===== config.mk =====
export PLATFORM = sky130hd
export DESIGN_NAME = pin_irq_ctrl
export DESIGN_NICKNAME = d
export VERILOG_FILES = /design/src/rtl/irq_ctl_pkg.sv /design/src/rtl/irq_rst_sync.sv /design/src/rtl/irq_pin_sync.sv /design/src/rtl/irq_cfg_regs.sv /design/src/rtl/irq_ext_sense.sv /design/src/rtl/irq_pcint_det.sv /design/src/rtl/pin_irq_ctrl.sv
export SDC_FILE = /design/constraint.sdc
export NUM_CORES = 1
export LEC_CHECK = 0
export BUFFER_PORTS_ARGS = -buffer_cell sky130_fd_sc_hd__buf_2
export CORE_MARGIN = 2
export CORE_UTILIZATION = 50
export DETAILED_ROUTE_END_ITERATION = 16
export PLACE_DENSITY = 0.85
export SLEW_MARGIN = 0
export SYNTH_ARGS = -nofsm -noshare
export SYNTH_HDL_FRONTEND = slang
export SYNTH_HIERARCHICAL = 1
export SYNTH_SLANG_ARGS = --single-unit

===== constraint.sdc =====
create_clock -name clk -period 1.6 [get_ports clk]
set_input_delay 0.16 -clock clk [delete_from_list [all_inputs] [get_ports clk]]
set_output_delay 0.16 -clock clk [all_outputs]
set_load 0.02 [all_outputs]

===== src/rtl/irq_ctl_pkg.sv =====
package irq_ctl_pkg;

  typedef enum logic [1:0] {
    SENSE_LOW  = 2'b00,
    SENSE_ANY  = 2'b01,
    SENSE_FALL = 2'b10,
    SENSE_RISE = 2'b11
  } sense_e;

  // bit positions inside the write-one-to-clear vector
  localparam int unsigned CLR_EXT_BIT = 0;
  localparam int unsigned CLR_GRP_BIT = 1;
  localparam int unsigned CLR_WIDTH   = 2;

endpackage


===== src/rtl/irq_rst_sync.sv =====
module irq_rst_sync #(
  parameter int unsigned STAGES = 2
) (
  input  logic clk,
  input  logic rst_ni,
  output logic rst_no
);

  logic [STAGES-1:0] chain_q;
  logic [STAGES-1:0] chain_d;

  always_comb begin
    chain_d = {chain_q[STAGES-2:0], 1'b1};
  end

  always_ff @(posedge clk or negedge rst_ni) begin
    if (!rst_ni) begin
      chain_q <= '0;
    end else begin
      chain_q <= chain_d;
    end
  end

  assign rst_no = chain_q[STAGES-1];

endmodule


===== src/rtl/irq_pin_sync.sv =====
module irq_pin_sync #(
  parameter int unsigned WIDTH  = 6,
  parameter int unsigned STAGES = 2,
  parameter logic        IDLE   = 1'b1
) (
  input  logic             clk,
  input  logic             rst_ni,
  input  logic [WIDTH-1:0] pin_i,
  output logic [WIDTH-1:0] sync_o,
  output logic [WIDTH-1:0] prev_o
);

  localparam logic [WIDTH-1:0] RST_VAL = {WIDTH{IDLE}};

  logic [STAGES-1:0][WIDTH-1:0] stg_q;
  logic [STAGES-1:0][WIDTH-1:0] stg_d;
  logic [WIDTH-1:0]             prev_q;
  logic [WIDTH-1:0]             prev_d;

  for (genvar s = 0; s < STAGES; s++) begin : g_stage
    if (s == 0) begin : g_first
      always_comb stg_d[s] = pin_i;
    end else begin : g_next
      always_comb stg_d[s] = stg_q[s-1];
    end
  end

  always_comb begin
    prev_d = stg_q[STAGES-1];
  end

  always_ff @(posedge clk or negedge rst_ni) begin
    if (!rst_ni) begin
      stg_q  <= {STAGES{RST_VAL}};
      prev_q <= RST_VAL;
    end else begin
      stg_q  <= stg_d;
      prev_q <= prev_d;
    end
  end

  assign sync_o = stg_q[STAGES-1];
  assign prev_o = prev_q;

endmodule


===== src/rtl/irq_cfg_regs.sv =====
module irq_cfg_regs
  import irq_ctl_pkg::*;
#(
  parameter int unsigned NPINS = 6
) (
  input  logic             clk,
  input  logic             rst_ni,
  input  logic             sense_we_i,
  input  logic [1:0]       sense_wdata_i,
  input  logic             ext_en_we_i,
  input  logic             ext_en_wdata_i,
  input  logic             grp_en_we_i,
  input  logic             grp_en_wdata_i,
  input  logic             mask_we_i,
  input  logic [NPINS-1:0] mask_wdata_i,
  output sense_e           sense_o,
  output logic             ext_en_o,
  output logic             grp_en_o,
  output logic [NPINS-1:0] mask_o
);

  sense_e           sense_q, sense_d;
  logic             ext_en_q, ext_en_d;
  logic             grp_en_q, grp_en_d;
  logic [NPINS-1:0] mask_q, mask_d;

  always_comb begin
    sense_d  = sense_e'(sense_wdata_i);
    ext_en_d = ext_en_wdata_i;
    grp_en_d = grp_en_wdata_i;
    mask_d   = mask_wdata_i;
  end

  always_ff @(posedge clk or negedge rst_ni) begin
    if (!rst_ni) begin
      sense_q  <= SENSE_LOW;
      ext_en_q <= 1'b0;
      grp_en_q <= 1'b0;
      mask_q   <= '0;
    end else begin
      if (sense_we_i)  sense_q  <= sense_d;
      if (ext_en_we_i) ext_en_q <= ext_en_d;
      if (grp_en_we_i) grp_en_q <= grp_en_d;
      if (mask_we_i)   mask_q   <= mask_d;
    end
  end

  assign sense_o  = sense_q;
  assign ext_en_o = ext_en_q;
  assign grp_en_o = grp_en_q;
  assign mask_o   = mask_q;

endmodule


===== src/rtl/irq_ext_sense.sv =====
module irq_ext_sense
  import irq_ctl_pkg::*;
(
  input  logic   clk,
  input  logic   rst_ni,
  input  sense_e sense_i,
  input  logic   en_i,
  input  logic   lvl_i,
  input  logic   prev_i,
  input  logic   clr_i,
  output logic   evt_o,
  output logic   flag_o,
  output logic   req_o
);

  logic rise, fall;
  logic evt;
  logic flag_q, flag_d, flag_ld;

  always_comb begin
    rise = lvl_i & ~prev_i;
    fall = ~lvl_i & prev_i;
    unique case (sense_i)
      SENSE_LOW:  evt = 1'b0;
      SENSE_ANY:  evt = rise | fall;
      SENSE_FALL: evt = fall;
      SENSE_RISE: evt = rise;
      default:    evt = 1'b0;
    endcase
  end

  // an event in the clearing cycle wins
  always_comb begin
    flag_ld = evt | clr_i;
    flag_d  = evt;
  end

  always_ff @(posedge clk or negedge rst_ni) begin
    if (!rst_ni) begin
      flag_q <= 1'b0;
    end else if (flag_ld) begin
      flag_q <= flag_d;
    end
  end

  always_comb begin
    if (sense_i == SENSE_LOW) begin
      req_o = en_i & ~lvl_i;
    end else begin
      req_o = en_i & flag_q;
    end
  end

  assign evt_o  = evt;
  assign flag_o = flag_q;

endmodule


===== src/rtl/irq_pcint_det.sv =====
module irq_pcint_det #(
  parameter int unsigned NPINS = 6
) (
  input  logic             clk,
  input  logic             rst_ni,
  input  logic             en_i,
  input  logic [NPINS-1:0] mask_i,
  input  logic [NPINS-1:0] lvl_i,
  input  logic [NPINS-1:0] prev_i,
  input  logic             clr_i,
  output logic             evt_o,
  output logic             flag_o,
  output logic             req_o
);

  logic [NPINS-1:0] changed;
  logic             evt;
  logic             flag_q, flag_d, flag_ld;

  always_comb begin
    changed = (lvl_i ^ prev_i) & mask_i;
    evt     = en_i & (|changed);
    flag_ld = evt | clr_i;
    flag_d  = evt;
  end

  always_ff @(posedge clk or negedge rst_ni) begin
    if (!rst_ni) begin
      flag_q <= 1'b0;
    end else if (flag_ld) begin
      flag_q <= flag_d;
    end
  end

  assign evt_o  = evt;
  assign flag_o = flag_q;
  assign req_o  = en_i & flag_q;

endmodule


===== src/rtl/pin_irq_ctrl.sv =====
module pin_irq_ctrl
  import irq_ctl_pkg::*;
#(
  parameter int unsigned NPINS       = 6,
  parameter int unsigned SYNC_STAGES = 2,
  parameter int unsigned RST_STAGES  = 2,
  parameter logic        PIN_IDLE    = 1'b1
) (
  input  logic                 clk,
  input  logic                 rst_n,
  input  logic                 ext_pin_i,
  input  logic [NPINS-1:0]     grp_pin_i,
  input  logic                 sense_we_i,
  input  logic [1:0]           sense_wdata_i,
  input  logic                 ext_en_we_i,
  input  logic                 ext_en_wdata_i,
  input  logic                 grp_en_we_i,
  input  logic                 grp_en_wdata_i,
  input  logic                 mask_we_i,
  input  logic [NPINS-1:0]     mask_wdata_i,
  input  logic                 flag_clr_we_i,
  input  logic [CLR_WIDTH-1:0] flag_clr_i,
  input  logic                 ext_ack_i,
  input  logic                 grp_ack_i,
  output logic                 ext_flag_o,
  output logic                 grp_flag_o,
  output logic                 ext_req_o,
  output logic                 grp_req_o
);

  localparam int unsigned ALL_PINS = NPINS + 1;

  logic                rst_n_int;
  logic [ALL_PINS-1:0] pins_sync, pins_prev;
  sense_e              sense_q;
  logic                ext_en_q, grp_en_q;
  logic [NPINS-1:0]    mask_q;
  logic                ext_clr, grp_clr;
  logic                ext_evt, grp_evt;

  irq_rst_sync #(.STAGES(RST_STAGES)) i_rst_sync (
    .clk    (clk),
    .rst_ni (rst_n),
    .rst_no (rst_n_int)
  );

  irq_pin_sync #(
    .WIDTH  (ALL_PINS),
    .STAGES (SYNC_STAGES),
    .IDLE   (PIN_IDLE)
  ) i_pin_sync (
    .clk    (clk),
    .rst_ni (rst_n_int),
    .pin_i  ({ext_pin_i, grp_pin_i}),
    .sync_o (pins_sync),
    .prev_o (pins_prev)
  );

  irq_cfg_regs #(.NPINS(NPINS)) i_cfg (
    .clk            (clk),
    .rst_ni         (rst_n_int),
    .sense_we_i     (sense_we_i),
    .sense_wdata_i  (sense_wdata_i),
    .ext_en_we_i    (ext_en_we_i),
    .ext_en_wdata_i (ext_en_wdata_i),
    .grp_en_we_i    (grp_en_we_i),
    .grp_en_wdata_i (grp_en_wdata_i),
    .mask_we_i      (mask_we_i),
    .mask_wdata_i   (mask_wdata_i),
    .sense_o        (sense_q),
    .ext_en_o       (ext_en_q),
    .grp_en_o       (grp_en_q),
    .mask_o         (mask_q)
  );

  always_comb begin
    ext_clr = ext_ack_i | (flag_clr_we_i & flag_clr_i[CLR_EXT_BIT]);
    grp_clr = grp_ack_i | (flag_clr_we_i & flag_clr_i[CLR_GRP_BIT]);
  end

  irq_ext_sense i_ext (
    .clk     (clk),
    .rst_ni  (rst_n_int),
    .sense_i (sense_q),
    .en_i    (ext_en_q),
    .lvl_i   (pins_sync[NPINS]),
    .prev_i  (pins_prev[NPINS]),
    .clr_i   (ext_clr),
    .evt_o   (ext_evt),
    .flag_o  (ext_flag_o),
    .req_o   (ext_req_o)
  );

  irq_pcint_det #(.NPINS(NPINS)) i_grp (
    .clk    (clk),
    .rst_ni (rst_n_int),
    .en_i   (grp_en_q),
    .mask_i (mask_q),
    .lvl_i  (pins_sync[NPINS-1:0]),
    .prev_i (pins_prev[NPINS-1:0]),
    .clr_i  (grp_clr),
    .evt_o  (grp_evt),
    .flag_o (grp_flag_o),
    .req_o  (grp_req_o)
  );

endmodule


==> results of run 1 <==
## worst min-delay path by stage
stage                               start                     to  cells after the start
final                     mask_wdata_i[2]        i_cfg/mask_o[2]                      2
after detailed placement            rst_n  i_rst_sync/chain_q[0]                      1
after global routing      mask_wdata_i[2]        i_cfg/mask_o[2]                      2
after CTS                 mask_wdata_i[2]        i_cfg/mask_o[2]                      2
after floorplan                     rst_n  i_rst_sync/chain_q[0]                      0
after global placement              rst_n  i_rst_sync/chain_q[0]                      1
## sequential cells by signal, summed over array words and instances (netlist names)
register,flops
i_cfg/ext_en_o,1
i_cfg/mask_o,6
i_grp/flag_o,1
i_cfg/grp_en_o,1
i_pin_sync/stg_d,7
i_cfg/sense_o,2
i_pin_sync/sync_o,7
i_rst_sync/chain_q,2
i_ext/flag_o,1
i_pin_sync/prev_o,7
## layout make-up
class                      count  area, sq um  area share
tap                           30        37.54     0.02349
sequential                    35        902.1      0.5646
clock inverter                 2        12.51    0.007831
timing repair buffer          40        257.7      0.1613
inverter                       5        18.77     0.01175
multi-input combinational     34        327.8      0.2052
clock buffer                   6        41.29     0.02584
## worst max-delay path, cell delays in order (launching register included)
cell      delay, ns
dfrtp_1        0.43
or3_1          0.35
a21boi_1       0.13
buf_4          0.15
## metrics by stage
stage | area, sq um | total power, mW | util | TNS (ns) | hold WS [ns]
3_3_place_gp | 1461 | 1.207 | 0.6008 | 0 | -0.05259
3_5_place_dp | 1461 | 1.221 | 0.6008 | 0 | -0.05304
2_1_floorplan | 1260 | 1.139 | - | 0 | -0.1356
6_report | 1598 | 1.668 | 0.6569 | 0 | 0.05332
5_1_grt | 1598 | 1.761 | 0.6569 | -0.03984 | 0.02378
4_1_cts | 1595 | 1.687 | 0.6559 | 0 | 0.03649
## routing by layer
metal / global-route usage / wire [um] / vias up
met3: 0.06667 / 99 / 0
met1: 0.1555 / 808 / 357
met2: 0.2470 / 1019 / 21
met5: 0 / 0 / -
met4: 0.06250 / 0 / 0
li1: - / - / 344
## repair_timing
action                                 CTS  global route
gates resized for setup                  0             1
hold buffers                             8             0
endpoints found under the hold margin    9             0
setup endpoints to repair                0             1
setup buffers                            0             0
## power breakdown
group	total, mW	internal [mW]	switching (mW)	leakage (nW)
logic	0.205	0.119	0.0858	0.350
clock network	0.447	0.170	0.277	0.0282
registers	1.02	0.971	0.0449	0.385
==> reports/results.ini, run 1 <==
[critical_path]
worst-endpoint-required_ns=1.44
critPathCaptureType=output pin
critical_path_at_ns=1.38
critical_path_class=reg -> out
timing.critical_path.from=i_cfg/sense_o[1]
reg2reg_setup_slack_ns=0.21
cp_max_fo=5
reg2regPathDepth=4
reg2reg_to=i_ext/flag_o
r2r_start=i_pin_sync/sync_o[6]
timing.critical_path.from_type=flip-flop
capturing_element_of_the_worst_setup_path=ext_req_o

[finish]
area_growth_syn_to_layout_pct=26.81
nNetsFinal=151
finish.cell_count_without_fillers=152
layout.filler_cells=174
drive_gt1_frac=0.5738
num_antenna_cells=0
layout.cells.most_common=buf_2
mostFrequentLayoutCells=30 x buf_2, 21 x dfstp_2, 14 x dfrtp_1

[clock_tree]
cts_buffers=5
clock-sinks=35
max-clock-path-buffers=2
cts.root.buffer_cell=clkbuf_4
clk_pin_slew_worst_paths_ns=0.11
worstSkewPairLatency_ns=0.33
cts-htree-levels=2
clock_tree_from_tritoncts=built

[die]
io-pin-count=32
die_area_sq_um=2938
num_rows=18
initial_core_util=0.5180
floorplan.core_area_sq_um=2432
die_height_um=54.20
dieWidth_um=54.20

[timing]
final-hold-violation-count=0
timing.final.max_slew_violations=0
fmaxAchievable_ghz=0.6488
fin_crit_sh=0.9632
post-route-worst-setup-slack_ns=0.05880
skew_ns=0.01276
fin_crit_ns=1.541
finalSetupViolations=0
setup_repair_after_global_routing_missed_its_margin=true

[power_and_ir_drop]
leakagePower_nw=0.7627
ir_worst_vdd_uv=757.2
pwr_density_cell_nw_per_um2=1044

[place]
post-place-ws_ns=0.2295
dp.cells=136
portBuffers=31
gp_congestion=0.6725
dp.final_hpwl_mm=1.380

[flow_run]
maxCapViolCount=0

[logic_synthesis]
synthesis.area_per_instance_sq_um=16.80
synth-warning-count=6
synthCells=75
mappedNetlistNets=105
synthesis.area_sq_um=1260

[run_status]
outcome=completed

[global_routing]
total_gr_overflow=0
antenna_violations_before_repair=0
pin_count_of_the_biggest_net_entering_global_routing=27
grt_pass1_wl_mm=2.835
first_global_vias=699
grtUsageTotal=0.1460

[route]
wirelength_mm=1.928
drt_pass1_iterations=3
remaining_drc_errors=0
drt_first_iter_violations=2
postRouteAntennaNets=0
vias=722
avgRoutedWirePerCell_um=12.68
viasPerCell=4.750

[min_path]
holdCritPathClass=in -> reg

No activity file was read; power rests on OpenSTA's default activity.
==> run 2: changes to the inputs <==
--- a/config.mk
+++ b/config.mk
@@ -9,7 +9,7 @@
 export CORE_MARGIN = 2
 export CORE_UTILIZATION = 50
 export DETAILED_ROUTE_END_ITERATION = 16
-export PLACE_DENSITY = 0.85
+export PLACE_DENSITY_LB_ADDON = 0.12
 export SLEW_MARGIN = 0
 export SYNTH_ARGS = -nofsm -noshare
 export SYNTH_HDL_FRONTEND = slang
==> reports/results.ini, run 2 (synthesized netlist as in run 1, its figures left out) <==
[run_status]
outcome=completed

[route]
wirelength_mm=1.953  ; +1.3%
viasPerCell=4.699  ; -1.1%
avgRoutedWirePerCell_um=12.52  ; -1.3%
vias=733  ; +1.5%
drt_pass1_iterations=3  ; unchanged
remaining_drc_errors=0  ; unchanged
postRouteAntennaNets=0  ; unchanged
drt_first_iter_violations=3  ; +1

[critical_path]
critical_path_class=reg -> out
cp_max_fo=3  ; -2
reg2reg_to=i_ext/flag_o
timing.critical_path.from_type=flip-flop
r2r_start=i_pin_sync/sync_o[6]
critical_path_at_ns=1.36  ; -0.02 ns
reg2reg_setup_slack_ns=0.14  ; -0.07 ns
critPathCaptureType=output pin
worst-endpoint-required_ns=1.44  ; about the same
reg2regPathDepth=5  ; +1

[finish]
drive_gt1_frac=0.5794  ; +0.005595
num_antenna_cells=0  ; unchanged
layout.filler_cells=197  ; +13%
nNetsFinal=155  ; +2.6%
mostFrequentLayoutCells=30 x buf_2, 21 x dfstp_2, 14 x dfrtp_1
final_area_sq_um=1612  ; +0.86%
final-seq-area_sq_um=902.1  ; unchanged
area_growth_syn_to_layout_pct=27.91
layout.cells.most_common=buf_2
multiInputGateArea_sq_um=327.8  ; unchanged

[min_path]
worst_hold_startpoint=mask_wdata_i[1]
whs_endpoint=i_cfg/mask_o[1]
holdCritPathClass=in -> reg
worst_hold_path.num_cells=2  ; unchanged

[global_routing]
pin_count_of_the_biggest_net_entering_global_routing=34  ; +26%
first_global_vias=736  ; +5.3%
total_gr_overflow=0  ; unchanged
antenna_violations_before_repair=0  ; unchanged
grtUsageTotal=0.1617  ; +0.01568
grt_pass1_wl_mm=3.105  ; +9.5%

[clock_tree]
cts.root.buffer_cell=clkbuf_4
max-clock-path-buffers=2  ; unchanged
cts_buffers=5  ; unchanged
worstSkewPairLatency_ns=0.32  ; about the same
clk_pin_slew_worst_paths_ns=0.10  ; about the same
clock_tree_from_tritoncts=built
cts-htree-levels=2  ; unchanged
clock-sinks=35  ; unchanged

[place]
gp_congestion=0.6867  ; +2.1%
dpl-instance-area_sq_um=1449  ; -0.86%
dp.final_hpwl_mm=1.309  ; -5.2%
portBuffers=31  ; unchanged
post-place-ws_ns=0.2198  ; -0.009738 ns

[power_and_ir_drop]
power_mw=1.659  ; -0.53%
ir_worst_vdd_uv=716.3  ; -5.4%
pwr_density_cell_nw_per_um2=1029  ; -1.4%
leakagePower_nw=0.7784  ; +2.1%

[timing]
skew_ns=0.003779  ; -0.008978 ns
fin_setup_tns_ns=0  ; unchanged
final-hold-violation-count=0  ; unchanged
fin_crit_ns=1.516  ; -0.02507 ns
fmaxAchievable_ghz=0.6596  ; +1.7%
timing.final.max_slew_violations=0  ; unchanged
finalSetupViolations=0  ; unchanged
fin_hold_ws_ns=0.06450  ; +0.01117 ns
post-route-worst-setup-slack_ns=0.08387  ; +0.02507 ns
fin_crit_sh=0.9476  ; -0.01567

[die]
num_rows=18  ; unchanged
dieWidth_um=54.20  ; unchanged
io-pin-count=32  ; unchanged
initial_core_util=0.5180  ; unchanged
die_height_um=54.20  ; unchanged
die_area_sq_um=2938  ; unchanged
floorplan.core_area_sq_um=2432  ; unchanged

[flow_run]
maxCapViolCount=0  ; unchanged

[run 2: changes by cell type in the layout (fill, tap and decap cells not counted)]
| cell | delta |
|---|---|
| buf_4 | +5 |
| buf_12 | -1 |
| clkbuf_1 | +1 |
| clkinvlp_4 | -1 |
[run 2: timing repair]
action / in CTS / in global routing
hold buffers: 8 / 0
resized for setup: 0 / 1
buffers inserted: 0 / 4
hold endpoints to repair: 9 / 0
setup endpoints to repair: 0 / 1
[run 2: layer usage]
metal  vias to the layer above  wire length (um)  GRT usage
met5                         -                 0          0
met4                         0                15    0.07500
met3                         2               144    0.07778
met2                        25              1026     0.2590
met1                       354               766     0.1803
li1                        352                 -          -
[run 2: how the worst max path moves through the flow]
stage	startpoint	to	slack [ns]	cells after the start
after detailed placement	i_pin_sync/sync_o[6]	i_ext/flag_o	0.22	4
after global placement	i_pin_sync/sync_o[6]	i_ext/flag_o	0.27	4
final	i_pin_sync/sync_o[6]	ext_req_o	0.08	3
after global routing	i_pin_sync/sync_o[6]	ext_req_o	-0.0005	3
after CTS	i_cfg/sense_o[1]	ext_req_o	0.05	3
after floorplan	i_pin_sync/sync_o[6]	i_ext/flag_o	0.28	4
[run 2: metrics by stage]
step / std cells / util
after floorplan: 75 / -
after global placement: 136 / 0.5957
after detailed placement: 136 / 0.5957
after CTS: 152 / 0.6492
after global routing: 156 / 0.6626
final: 156 / 0.6626
[run 2: power by group]
group	internal (mW)	total [mW]	switching, mW
combinational	0.125	0.219	0.0940
clock	0.171	0.434	0.263
sequential	0.971	1.01	0.0347
[run 2: layout make-up]
| class | instances | area share |
|---|---|---|
| Clock buffer | 7 | 0.02795 |
| Tap cell | 30 | 0.02329 |
| Clock inverter | 1 | 0.003106 |
| Inverter | 5 | 0.01165 |
| Timing Repair Buffer | 44 | 0.1708 |
| Multi-Input combinational cell | 34 | 0.2034 |
| Sequential cell | 35 | 0.5598 |
[run 2: worst max-delay path: stages, from the launching register on]
cell,delay (ns)
dfstp_2,0.38
or3_1,0.36
a21boi_1,0.15
buf_4,0.15
==> run 3: changes to the inputs <==
--- a/config.mk
+++ b/config.mk
@@ -9,6 +9,7 @@
 export CORE_MARGIN = 2
 export CORE_UTILIZATION = 50
 export DETAILED_ROUTE_END_ITERATION = 16
+export MAX_ROUTING_LAYER = met4
 export PLACE_DENSITY_LB_ADDON = 0.12
 export SLEW_MARGIN = 0
 export SYNTH_ARGS = -nofsm -noshare
==> reports/results.ini, run 3 (synthesized netlist as in run 1, its figures left out) <==
[flow_run]
maxCapViolCount=0  ; unchanged

[critical_path]
timing.critical_path.from_type=flip-flop
crit_path_top_delay_cell=dfstp_2
worst-path-buf-inv=1  ; unchanged
reg2regPathDepth=4  ; -1
worst-endpoint-required_ns=1.44  ; about the same
reg2reg_to=i_ext/flag_o
cp_max_fo=4  ; +1
reg2reg_setup_slack_ns=0.22  ; +0.08 ns
critical_path_class=reg -> out
critical_path_at_ns=1.34  ; -0.02 ns
critical_path.cell_chain=or3_1 > a21boi_1 > buf_4
cp_delay_by_family_top=flip-flops
stage_delay_of_the_slowest_cell_on_the_critical_path_ns=0.39  ; about the same
r2r_start=i_pin_sync/sync_o[6]
critPathCaptureType=output pin

[timing]
fin_hold_ws_ns=0.06425  ; -0.0002458 ns
final-hold-violation-count=0  ; unchanged
skew_ns=0.003770  ; -0.000009880 ns
fin_crit_sh=0.9387  ; -0.008895
finalSetupViolations=0  ; unchanged
fmaxAchievable_ghz=0.6658  ; +0.95%
timing.final.max_slew_violations=0  ; unchanged
fin_crit_ns=1.502  ; -0.01423 ns
setup_repair_after_global_routing_missed_its_margin=false
fin_setup_tns_ns=0  ; unchanged

[min_path]
worst_hold_startpoint=mask_wdata_i[1]
whs_endpoint=i_cfg/mask_o[1]
worst_hold_path.num_cells=2  ; unchanged
holdCritPathClass=in -> reg

[place]
gp_congestion=0.6938  ; +1.0%
dp.final_hpwl_mm=1.309  ; unchanged
portBuffers=31  ; unchanged

[finish]
nNetsFinal=152  ; -1.9%
drive_gt1_frac=0.5691  ; -0.01026
layout.cells.most_common=buf_2
area_growth_syn_to_layout_pct=26.12
mostFrequentLayoutCells=30 x buf_2, 21 x dfstp_2, 14 x dfrtp_1
num_antenna_cells=0  ; unchanged

[route]
vias=716  ; -2.3%
viasPerCell=4.680  ; -0.40%
remaining_drc_errors=0  ; unchanged
avgRoutedWirePerCell_um=12.41  ; -0.86%
drt_pass1_iterations=3  ; unchanged
drt_first_iter_violations=3  ; unchanged
wirelength_mm=1.899  ; -2.8%
postRouteAntennaNets=0  ; unchanged

[global_routing]
antenna_violations_before_repair=0  ; unchanged
first_global_vias=734  ; -0.27%
pin_count_of_the_biggest_net_entering_global_routing=34  ; unchanged
total_gr_overflow=0  ; unchanged
grtUsageTotal=0.1645  ; +0.002890
grt_pass1_wl_mm=3.098  ; -0.23%

[die]
die_height_um=54.20  ; unchanged
dieWidth_um=54.20  ; unchanged
io-pin-count=32  ; unchanged
die_area_sq_um=2938  ; unchanged
floorplan.core_area_sq_um=2432  ; unchanged
num_rows=18  ; unchanged
initial_core_util=0.5180  ; unchanged

[clock_tree]
worstSkewPairLatency_ns=0.32  ; about the same
cts_buffers=5  ; unchanged
clk_pin_slew_worst_paths_ns=0.10  ; about the same
cts-htree-levels=2  ; unchanged
clock_tree_from_tritoncts=built
max-clock-path-buffers=2  ; unchanged
clock-sinks=35  ; unchanged
cts.root.buffer_cell=clkbuf_4

[run_status]
outcome=completed

[power_and_ir_drop]
pwr_density_cell_nw_per_um2=1039  ; +0.90%
leakagePower_nw=0.7640  ; -1.9%
ir_worst_vdd_uv=716.3  ; about the same

run 3: worst max-delay path by stage:
stage | from | to | slack, ns | depth (start not counted)
6_report | i_pin_sync/sync_o[6] | ext_req_o | 0.1 | 3
5_1_grt | i_pin_sync/sync_o[6] | ext_req_o | 0.003 | 3
4_1_cts | i_cfg/sense_o[1] | ext_req_o | 0.05 | 3
3_5_place_dp | i_pin_sync/sync_o[6] | i_ext/flag_o | 0.22 | 4
3_3_place_gp | i_pin_sync/sync_o[6] | i_ext/flag_o | 0.27 | 4
2_1_floorplan | i_pin_sync/sync_o[6] | i_ext/flag_o | 0.28 | 4
run 3: timing repair:
item / 4_1_cts / 5_1_grt
resized for setup: 0 / 1
endpoints found under the hold margin: 9 / 0
hold buffers: 8 / 0
setup buffers: 0 / 1
setup endpoints to repair: 0 / 1
run 3: stage by stage:
stage,instance area (sq um),total power [mW],util,cells,setup slack [ns]
floorplan,1260,1.139,-,75,0.2832
global placement,1449,1.207,0.5957,136,0.2675
detailed placement,1449,1.216,0.5957,136,0.2198
CTS,1579,1.670,0.6492,152,0.04710
global route,1589,1.747,0.6533,153,0.002655
finish,1589,1.650,0.6533,153,0.09810
run 3: area by class of cell:
cell class              instances  area [sq um]
clock buffers                   7         45.04
clock inverters                 1         5.005
fillers                       199         843.3
inverters                       5         18.77
multi-input cells              34         327.8
flip-flops and latches         35         902.1
well taps                      30         37.54
repair buffers                 41         252.7
run 3: power by group:
| group | switching, mW | internal, mW | leakage, nW |
|---|---|---|---|
| clock | 0.263 | 0.171 | 0.0293 |
| combinational | 0.0894 | 0.119 | 0.350 |
| sequential | 0.0366 | 0.971 | 0.385 |
run 3: per-layer routing:
| layer | wire (um) | vias up | share of wire | GRT usage |
|---|---|---|---|---|
| met3 | 146 | 2 | 0.077 | 0.06111 |
| met5 | 0 | - | 0 | - |
| li1 | - | 347 | - | - |
| met2 | 971 | 24 | 0.51 | 0.2590 |
| met4 | 15 | 0 | 0.0079 | 0.08750 |
| met1 | 765 | 343 | 0.40 | 0.1803 |
